$ cat src/rtl/evt_pkg.sv
// Package: shared constants and types of the event timer interrupt control unit.
// Assumes a 12-bit byte offset space; register offsets are fixed here.
package evt_pkg;
    localparam int          EVT_ADDR_W   = 12;
    localparam logic [11:0] EVT_CFG_OFS  = 12'h010;
    localparam logic [11:0] EVT_STS_OFS  = 12'h020;

    // Fixed lines used while legacy routing is active.
    localparam int EVT_T0_LEG_LINE = 0;
    localparam int EVT_T0_ADV_LINE = 2;
    localparam int EVT_T1_LEG_LINE = 8;
    localparam int EVT_T1_ADV_LINE = 8;

    // Configuration register fields.
    typedef struct packed {
        logic leg_route;   // bit 1
        logic unit_en;     // bit 0
    } evt_cfg_t;
endpackage

$ cat src/rtl/evt_cfg_reg.sv
// Module: configuration register. Holds the unit enable and the legacy-routing
// select. Assumes a single-cycle write strobe; unmatched offsets are ignored.
module evt_cfg_reg
    import evt_pkg::*;
#(
    parameter int ADDR_W = EVT_ADDR_W,
    parameter int DATA_W = 64
) (
    input  logic              clk,
    input  logic              rst_n,
    input  logic [ADDR_W-1:0] wr_addr,
    input  logic [DATA_W-1:0] wr_data,
    input  logic              wr_en,
    output evt_cfg_t          cfg_q
);
    localparam logic [ADDR_W-1:0] CFG_ADDR = ADDR_W'(EVT_CFG_OFS);

    logic hit;

    // Decode a write to the configuration offset.
    always_comb begin
        hit = wr_en && (wr_addr == CFG_ADDR);
    end

    // Store the two live configuration bits.
    always_ff @(posedge clk) begin
        if (!rst_n) begin
            cfg_q <= '0;
        end else if (hit) begin
            cfg_q.unit_en   <= wr_data[0];
            cfg_q.leg_route <= wr_data[1];
        end
    end
endmodule

$ cat src/rtl/evt_status.sv
// Module: per-timer interrupt status and request source. Level-mode timers
// latch events into write-one-to-clear bits (set has priority); edge-mode
// timers keep the bit at zero and pass events through. Everything is gated
// by the unit enable.
module evt_status #(
    parameter int NUM_TMR = 3
) (
    input  logic               clk,
    input  logic               rst_n,
    input  logic               unit_en,
    input  logic [NUM_TMR-1:0] evt,
    input  logic [NUM_TMR-1:0] lvl,
    input  logic               clr_we,
    input  logic [NUM_TMR-1:0] clr_mask,
    output logic [NUM_TMR-1:0] sts_q,
    output logic [NUM_TMR-1:0] src
);
    for (genvar t = 0; t < NUM_TMR; t++) begin : g_tmr
        logic set_t;
        logic clr_t;

        // Qualify the hardware set and the software clear for this timer.
        always_comb begin
            set_t = unit_en && evt[t];
            clr_t = clr_we && clr_mask[t];
        end

        // Status bit: held at zero in edge mode, set wins over clear.
        always_ff @(posedge clk) begin
            if (!rst_n) begin
                sts_q[t] <= 1'b0;
            end else if (!lvl[t]) begin
                sts_q[t] <= 1'b0;
            end else if (set_t) begin
                sts_q[t] <= 1'b1;
            end else if (clr_t) begin
                sts_q[t] <= 1'b0;
            end
        end

        // Request source: latched status in level mode, raw event in edge mode.
        always_comb begin
            src[t] = unit_en && (lvl[t] ? sts_q[t] : evt[t]);
        end
    end
endmodule

$ cat src/rtl/evt_router.sv
// Module: maps per-timer request sources onto the legacy and advanced
// controller lines. Timers 0 and 1 take fixed lines under legacy routing;
// otherwise each timer uses its route index, and out-of-range indexes drop.
module evt_router
    import evt_pkg::*;
#(
    parameter int NUM_TMR = 3,
    parameter int LEG_W   = 16,
    parameter int ADV_W   = 24,
    parameter int ROUTE_W = $clog2(ADV_W)
) (
    input  logic                       leg_act,
    input  logic [NUM_TMR-1:0]         src,
    input  logic [NUM_TMR*ROUTE_W-1:0] route,
    output logic [LEG_W-1:0]           irq_leg,
    output logic [ADV_W-1:0]           irq_adv
);
    localparam logic [ROUTE_W:0] ADV_LIMIT = (ROUTE_W+1)'(ADV_W);

    // Combine every timer's contribution onto the output lines.
    always_comb begin
        irq_leg = '0;
        irq_adv = '0;
        for (int t = 0; t < NUM_TMR; t++) begin
            logic [ROUTE_W-1:0] idx;
            idx = route[t*ROUTE_W +: ROUTE_W];
            if (leg_act && t == 0) begin
                irq_leg[EVT_T0_LEG_LINE] = irq_leg[EVT_T0_LEG_LINE] | src[t];
                irq_adv[EVT_T0_ADV_LINE] = irq_adv[EVT_T0_ADV_LINE] | src[t];
            end else if (leg_act && t == 1) begin
                irq_leg[EVT_T1_LEG_LINE] = irq_leg[EVT_T1_LEG_LINE] | src[t];
                irq_adv[EVT_T1_ADV_LINE] = irq_adv[EVT_T1_ADV_LINE] | src[t];
            end else if ({1'b0, idx} < ADV_LIMIT) begin
                irq_adv[idx] = irq_adv[idx] | src[t];
            end
        end
    end
endmodule

$ cat src/rtl/evt_rdmux.sv
// Module: read data multiplexer. Returns the configuration or status
// register at their offsets and zero everywhere else.
module evt_rdmux
    import evt_pkg::*;
#(
    parameter int ADDR_W  = EVT_ADDR_W,
    parameter int DATA_W  = 64,
    parameter int NUM_TMR = 3
) (
    input  logic [ADDR_W-1:0]  rd_addr,
    input  evt_cfg_t           cfg_q,
    input  logic [NUM_TMR-1:0] sts_q,
    output logic [DATA_W-1:0]  rd_data
);
    localparam logic [ADDR_W-1:0] CFG_ADDR = ADDR_W'(EVT_CFG_OFS);
    localparam logic [ADDR_W-1:0] STS_ADDR = ADDR_W'(EVT_STS_OFS);

    // Select the addressed register, zero-extended.
    always_comb begin
        rd_data = '0;
        if (rd_addr == CFG_ADDR) begin
            rd_data[1:0] = {cfg_q.leg_route, cfg_q.unit_en};
        end else if (rd_addr == STS_ADDR) begin
            rd_data[NUM_TMR-1:0] = sts_q;
        end
    end
endmodule

$ cat src/rtl/evt_irq_ctrl.sv
// Module: top of the event timer interrupt control unit. Connects the
// configuration register, status logic, router and read multiplexer.
// Assumes the per-timer mode and route inputs are stable, synchronous signals.
module evt_irq_ctrl
    import evt_pkg::*;
#(
    parameter int NUM_TMR = 3,
    parameter int ADDR_W  = EVT_ADDR_W,
    parameter int DATA_W  = 64,
    parameter int LEG_W   = 16,
    parameter int ADV_W   = 24,
    parameter int ROUTE_W = $clog2(ADV_W)
) (
    input  logic                       clk,
    input  logic                       rst_n,
    input  logic [ADDR_W-1:0]          reg_addr,
    input  logic [DATA_W-1:0]          reg_wdata,
    input  logic                       reg_we,
    output logic [DATA_W-1:0]          reg_rdata,
    input  logic [NUM_TMR-1:0]         tmr_evt,
    input  logic [NUM_TMR-1:0]         tmr_lvl,
    input  logic [NUM_TMR*ROUTE_W-1:0] tmr_route,
    output logic                       cnt_run,
    output logic [LEG_W-1:0]           irq_leg,
    output logic [ADV_W-1:0]           irq_adv
);
    localparam logic [ADDR_W-1:0] STS_ADDR = ADDR_W'(EVT_STS_OFS);

    evt_cfg_t           cfg;
    logic [NUM_TMR-1:0] sts_q;
    logic [NUM_TMR-1:0] src;
    logic               sts_clr_we;
    logic               leg_act;

    // Derive the status-clear strobe and the legacy-routing qualifier.
    always_comb begin
        sts_clr_we = reg_we && (reg_addr == STS_ADDR);
        leg_act    = cfg.unit_en && cfg.leg_route;
        cnt_run    = cfg.unit_en;
    end

    evt_cfg_reg #(.ADDR_W(ADDR_W), .DATA_W(DATA_W)) u_cfg (
        .clk     (clk),
        .rst_n   (rst_n),
        .wr_addr (reg_addr),
        .wr_data (reg_wdata),
        .wr_en   (reg_we),
        .cfg_q   (cfg)
    );

    evt_status #(.NUM_TMR(NUM_TMR)) u_sts (
        .clk      (clk),
        .rst_n    (rst_n),
        .unit_en  (cfg.unit_en),
        .evt      (tmr_evt),
        .lvl      (tmr_lvl),
        .clr_we   (sts_clr_we),
        .clr_mask (reg_wdata[NUM_TMR-1:0]),
        .sts_q    (sts_q),
        .src      (src)
    );

    evt_router #(
        .NUM_TMR(NUM_TMR), .LEG_W(LEG_W), .ADV_W(ADV_W), .ROUTE_W(ROUTE_W)
    ) u_rte (
        .leg_act (leg_act),
        .src     (src),
        .route   (tmr_route),
        .irq_leg (irq_leg),
        .irq_adv (irq_adv)
    );

    evt_rdmux #(.ADDR_W(ADDR_W), .DATA_W(DATA_W), .NUM_TMR(NUM_TMR)) u_rd (
        .rd_addr (reg_addr),
        .cfg_q   (cfg),
        .sts_q   (sts_q),
        .rd_data (reg_rdata)
    );
endmodule

$ cat config.mk
export PLATFORM = sky130hd
export DESIGN_NAME = evt_irq_ctrl
export DESIGN_NICKNAME = d
export VERILOG_FILES = /design/src/rtl/evt_pkg.sv /design/src/rtl/evt_cfg_reg.sv /design/src/rtl/evt_status.sv /design/src/rtl/evt_router.sv /design/src/rtl/evt_rdmux.sv /design/src/rtl/evt_irq_ctrl.sv
export SDC_FILE = /design/constraint.sdc
export NUM_CORES = 1
export LEC_CHECK = 0
export BUFFER_PORTS_ARGS = -buffer_cell sky130_fd_sc_hd__buf_4
export CAP_MARGIN = 10
export CORE_MARGIN = 10
export CORE_UTILIZATION = 43
export DETAILED_ROUTE_END_ITERATION = 7
export HOLD_SLACK_MARGIN = 0.03
export PLACE_DENSITY_LB_ADDON = 0.3
export SLEW_MARGIN = 20
export SYNTH_ARGS = -nofsm -noshare
export SYNTH_HDL_FRONTEND = slang
export SYNTH_SLANG_ARGS = --single-unit
$ cat constraint.sdc
create_clock -name clk -period 4.4 [get_ports clk]
set_clock_uncertainty 0.2 [all_clocks]
set_input_delay 0.88 -clock clk [delete_from_list [all_inputs] [get_ports clk]]
set_output_delay 0.88 -clock clk [all_outputs]
set_load 0.01 [all_outputs]
==> impl_metrics.json <==
{
  "crit_path_max_fanout": 4,
  "cts-root-buf": "clkbuf_8",
  "powerDensity_nw_per_um2": 87.7,
  "clockBufferDepth": 2,
  "portBuffers": 68,
  "yosysTopAreaCellShare": 0.196,
  "netlist_area_um2": 2870,
  "cts_sinks": 5,
  "crit_slowest_cell": "or4_4",
  "r2r-start": "u_cfg.cfg_q[0]",
  "synth-edff-count": 0,
  "core_area_um2": 6420,
  "hold_buffers": 0,
  "critPathArrivalTime_ns": 3.49,
  "drc_errors": 0,
  "path_cells": "buf_8 -> a21o_1 -> or4_4 -> a311oi_4 -> nor2_4 -> and2_4 -> o2111a_2 -> a211oi_4 -> a211oi_4 -> buf_4 -> o31ai_4 -> buf_6",
  "yosys_warnings": 0,
  "antenna_cells": 0,
  "drive_above_1_share": 0.397,
  "dieArea_um2": 10300,
  "dp_hpwl_um": 9250,
  "die_w_um": 102,
  "place_ws_ns": -0.241,
  "hold-worst-slack_ns": 0.330,
  "worstMarginPinSlew_ns": 0.518,
  "h-tree-depth": 1,
  "cts_tree": "built",
  "grt_pass1_wl_um": 17400,
  "ys_seq_area_frac": 0.0349,
  "clock_latency_ns": 0.22,
  "track_usage": 0.204,
  "fill_cells": 565,
  "num_vias": 3787,
  "gp_congestion": 0.990,
  "rsz0062_at_grt": "yes",
  "netlist_instances": 451,
  "wl_per_cell_um": 17.7,
  "crit_path_end_kind": "primary output",
  "cp-start-kind": "input pin",
  "slew_headroom": 0.652,
  "hold_class": "flop to flop",
  "synth_area_leaders": "buf_4 20%, nand2_1 7.3%, nor2_1 6.0%, a21oi_1 4.4%, nand3_1 4.0%",
  "design_area_um2": 4210,
  "die_h_um": 102,
  "holdPathStages": 2,
  "grt_max_degree": 33,
  "synth_cell_types": 70,
  "path_class": "input pin to primary output",
  "drt-pass1-iter-count": 5,
  "violations": "setup timing",
  "synth_top_cell_by_area": "buf_4",
  "run_status": "finished with violations",
  "syn_to_final_growth_pct": 46.8,
  "setup_viol_count_final": 23,
  "grt_pass1_vias": 3567,
  "start_util": 0.447,
  "synth-async-reset-ratio": 0,
  "antenna_found_initial": 0,
  "synth.avg_cell_area_um2": 6.36,
  "cap_viol_max_count": 0,
  "fin_util": 0.656,
  "min_to": "u_sts.sts_q[2]",
  "fin_nets": 696,
  "worst_path_most_repeated_cell": "a211oi_4",
  "ys.flop_type": "dfxtp_1",
  "fin_setup_tns_ns": -1.24,
  "setup_slack_ns": -0.166,
  "cp.required_ns": 3.32,
  "critPathMaxStageDelay_ns": 0.53,
  "hold_viol": 0,
  "leakage_nw": 1.82,
  "r2r_setup_slack_ns": 3.25,
  "row_count": 29,
  "drt_iter0_drc": 317,
  "dpl_cell_area_um2": 3740,
  "max_freq_mhz": 219,
  "wl_um": 11900,
  "ant_nets": 0,
  "period_needed_ns": 4.57,
  "routed_via_density": 5.64,
  "ios": 205,
  "slew_violations": 0,
  "ff2ff_path_depth": 3,
  "gr-total-overflow": 0,
  "clk_pin_slew_ns": 0.03,
  "r2r_end": "u_sts.sts_q[0]",
  "min_period_over_period": 1.04,
  "yosys_register_bits": 5,
  "holdCritStartpoint": "u_sts.sts_q[2]",
  "irDropWorstVdd_v": 0.000173,
  "numCtsBuffers": 3
}
## Yosys cell counts (3+ instances only)
master / count
a211oi_1: 5
a21oi_1: 25
a21oi_2: 6
a22oi_1: 6
a311oi_1: 3
a31oi_1: 7
and2_1: 4
and3_1: 6
buf_2: 7
buf_4: 75
buf_6: 3
clkbuf_1: 15
dfxtp_1: 5
inv_1: 5
mux2i_1: 6
nand2_1: 56
nand2b_1: 5
nand3_1: 23
nand3b_1: 6
nand4_1: 12
nor2_1: 46
nor2b_1: 14
nor3_1: 15
nor3b_1: 5
nor4_1: 8
o211ai_1: 3
o21ai_0: 18
o31ai_1: 4
or2_2: 3
xor2_1: 3
## how the worst max path moves through the flow
stage                             from           to
after floorplan           tmr_route[3]  irq_adv[13]
after global placement      tmr_lvl[0]  irq_adv[13]
after detailed placement    tmr_lvl[0]  irq_adv[13]
after CTS                 tmr_route[4]   irq_adv[3]
after global routing      tmr_route[4]   irq_adv[3]
final                     tmr_route[4]   irq_adv[3]
## stage by stage
step	total power [W]	cells
after floorplan	0.000207	525
after global placement	0.000250	656
after detailed placement	0.000254	656
after CTS	0.000349	669
after global routing	0.000391	672
final	0.000369	672
## where the power goes
part            total, W  internal (W)  switching [W]
clock          0.0000826     0.0000620      0.0000206
sequential     0.0000456     0.0000456  0.00000000511
combinational   0.000241     0.0000999       0.000141
## critical path, delay by kind of cell
family	cells	cell delay (ns)
and+or+nand+nor	3	0.78
buffers and inverters	3	0.41
AOI/OAI and AO/OA	6	1.41
## final cells by class
| cell class | count | area (um^2) | share of cell area |
|---|---|---|---|
| multi-input combinational | 414 | 2610 | 0.620 |
| tap | 77 | 96.3 | 0.0229 |
| clock buffer | 4 | 45.0 | 0.0107 |
| timing repair buffer | 167 | 1340 | 0.319 |
| inverter | 5 | 18.8 | 0.00446 |
| sequential | 5 | 100 | 0.0238 |
## logic make-up (layout without fill, tap and decap cells)
| kind of cell | after synthesis | count (layout) | share of synthesized area |
|---|---|---|---|
| and+or+nand+nor | 221 | 221 | 0.400 |
| xor gates and xnor gates | 4 | 4 | 0.0122 |
| buffers and inverters | 106 | 176 | 0.248 |
| AOI/OAI and AO/OA | 105 | 105 | 0.270 |
| muxes | 9 | 9 | 0.0340 |
| DFF | 5 | 5 | 0.0349 |
| other | 1 | 75 | 0.00131 |
## routing by layer
metal  part of all wire  GRT usage  vias to the layer above
met5                  0          0                        -
met4              0.015     0.0484                        0
met3              0.095     0.0191                       21
met2               0.50      0.367                      250
met1               0.39      0.252                     1738
li1                   -          -                     1778
## flip-flops by register name, indices dropped and copies added, names as in the netlist
register and flops:
u_sts.sts_q 3, u_cfg.cfg_q 2
## cells in the final DEF (no fill, tap or decap), types with 7 or more instances in the layout
| master | synthesis | routed |
|---|---|---|
| a21oi_1 | 25 | 21 |
| a21oi_2 | 6 | 7 |
| buf_4 | 75 | 153 |
| buf_6 | 3 | 10 |
| conb_1 | 1 | 75 |
| nand2_1 | 56 | 56 |
| nand3_1 | 23 | 21 |
| nand4_1 | 12 | 12 |
| nor2_1 | 46 | 41 |
| nor2b_1 | 14 | 14 |
| nor3_1 | 15 | 13 |
| o21ai_0 | 18 | 13 |
| o21ai_2 | 0 | 7 |
## what timing repair did
item,in CTS,in global routing
gates cloned,0,1
gates resized for setup,39,31
pin swaps,19,13
buffers inserted,10,4
setup endpoints to repair,24,23
No activity file was read; power rests on OpenSTA's default activity.
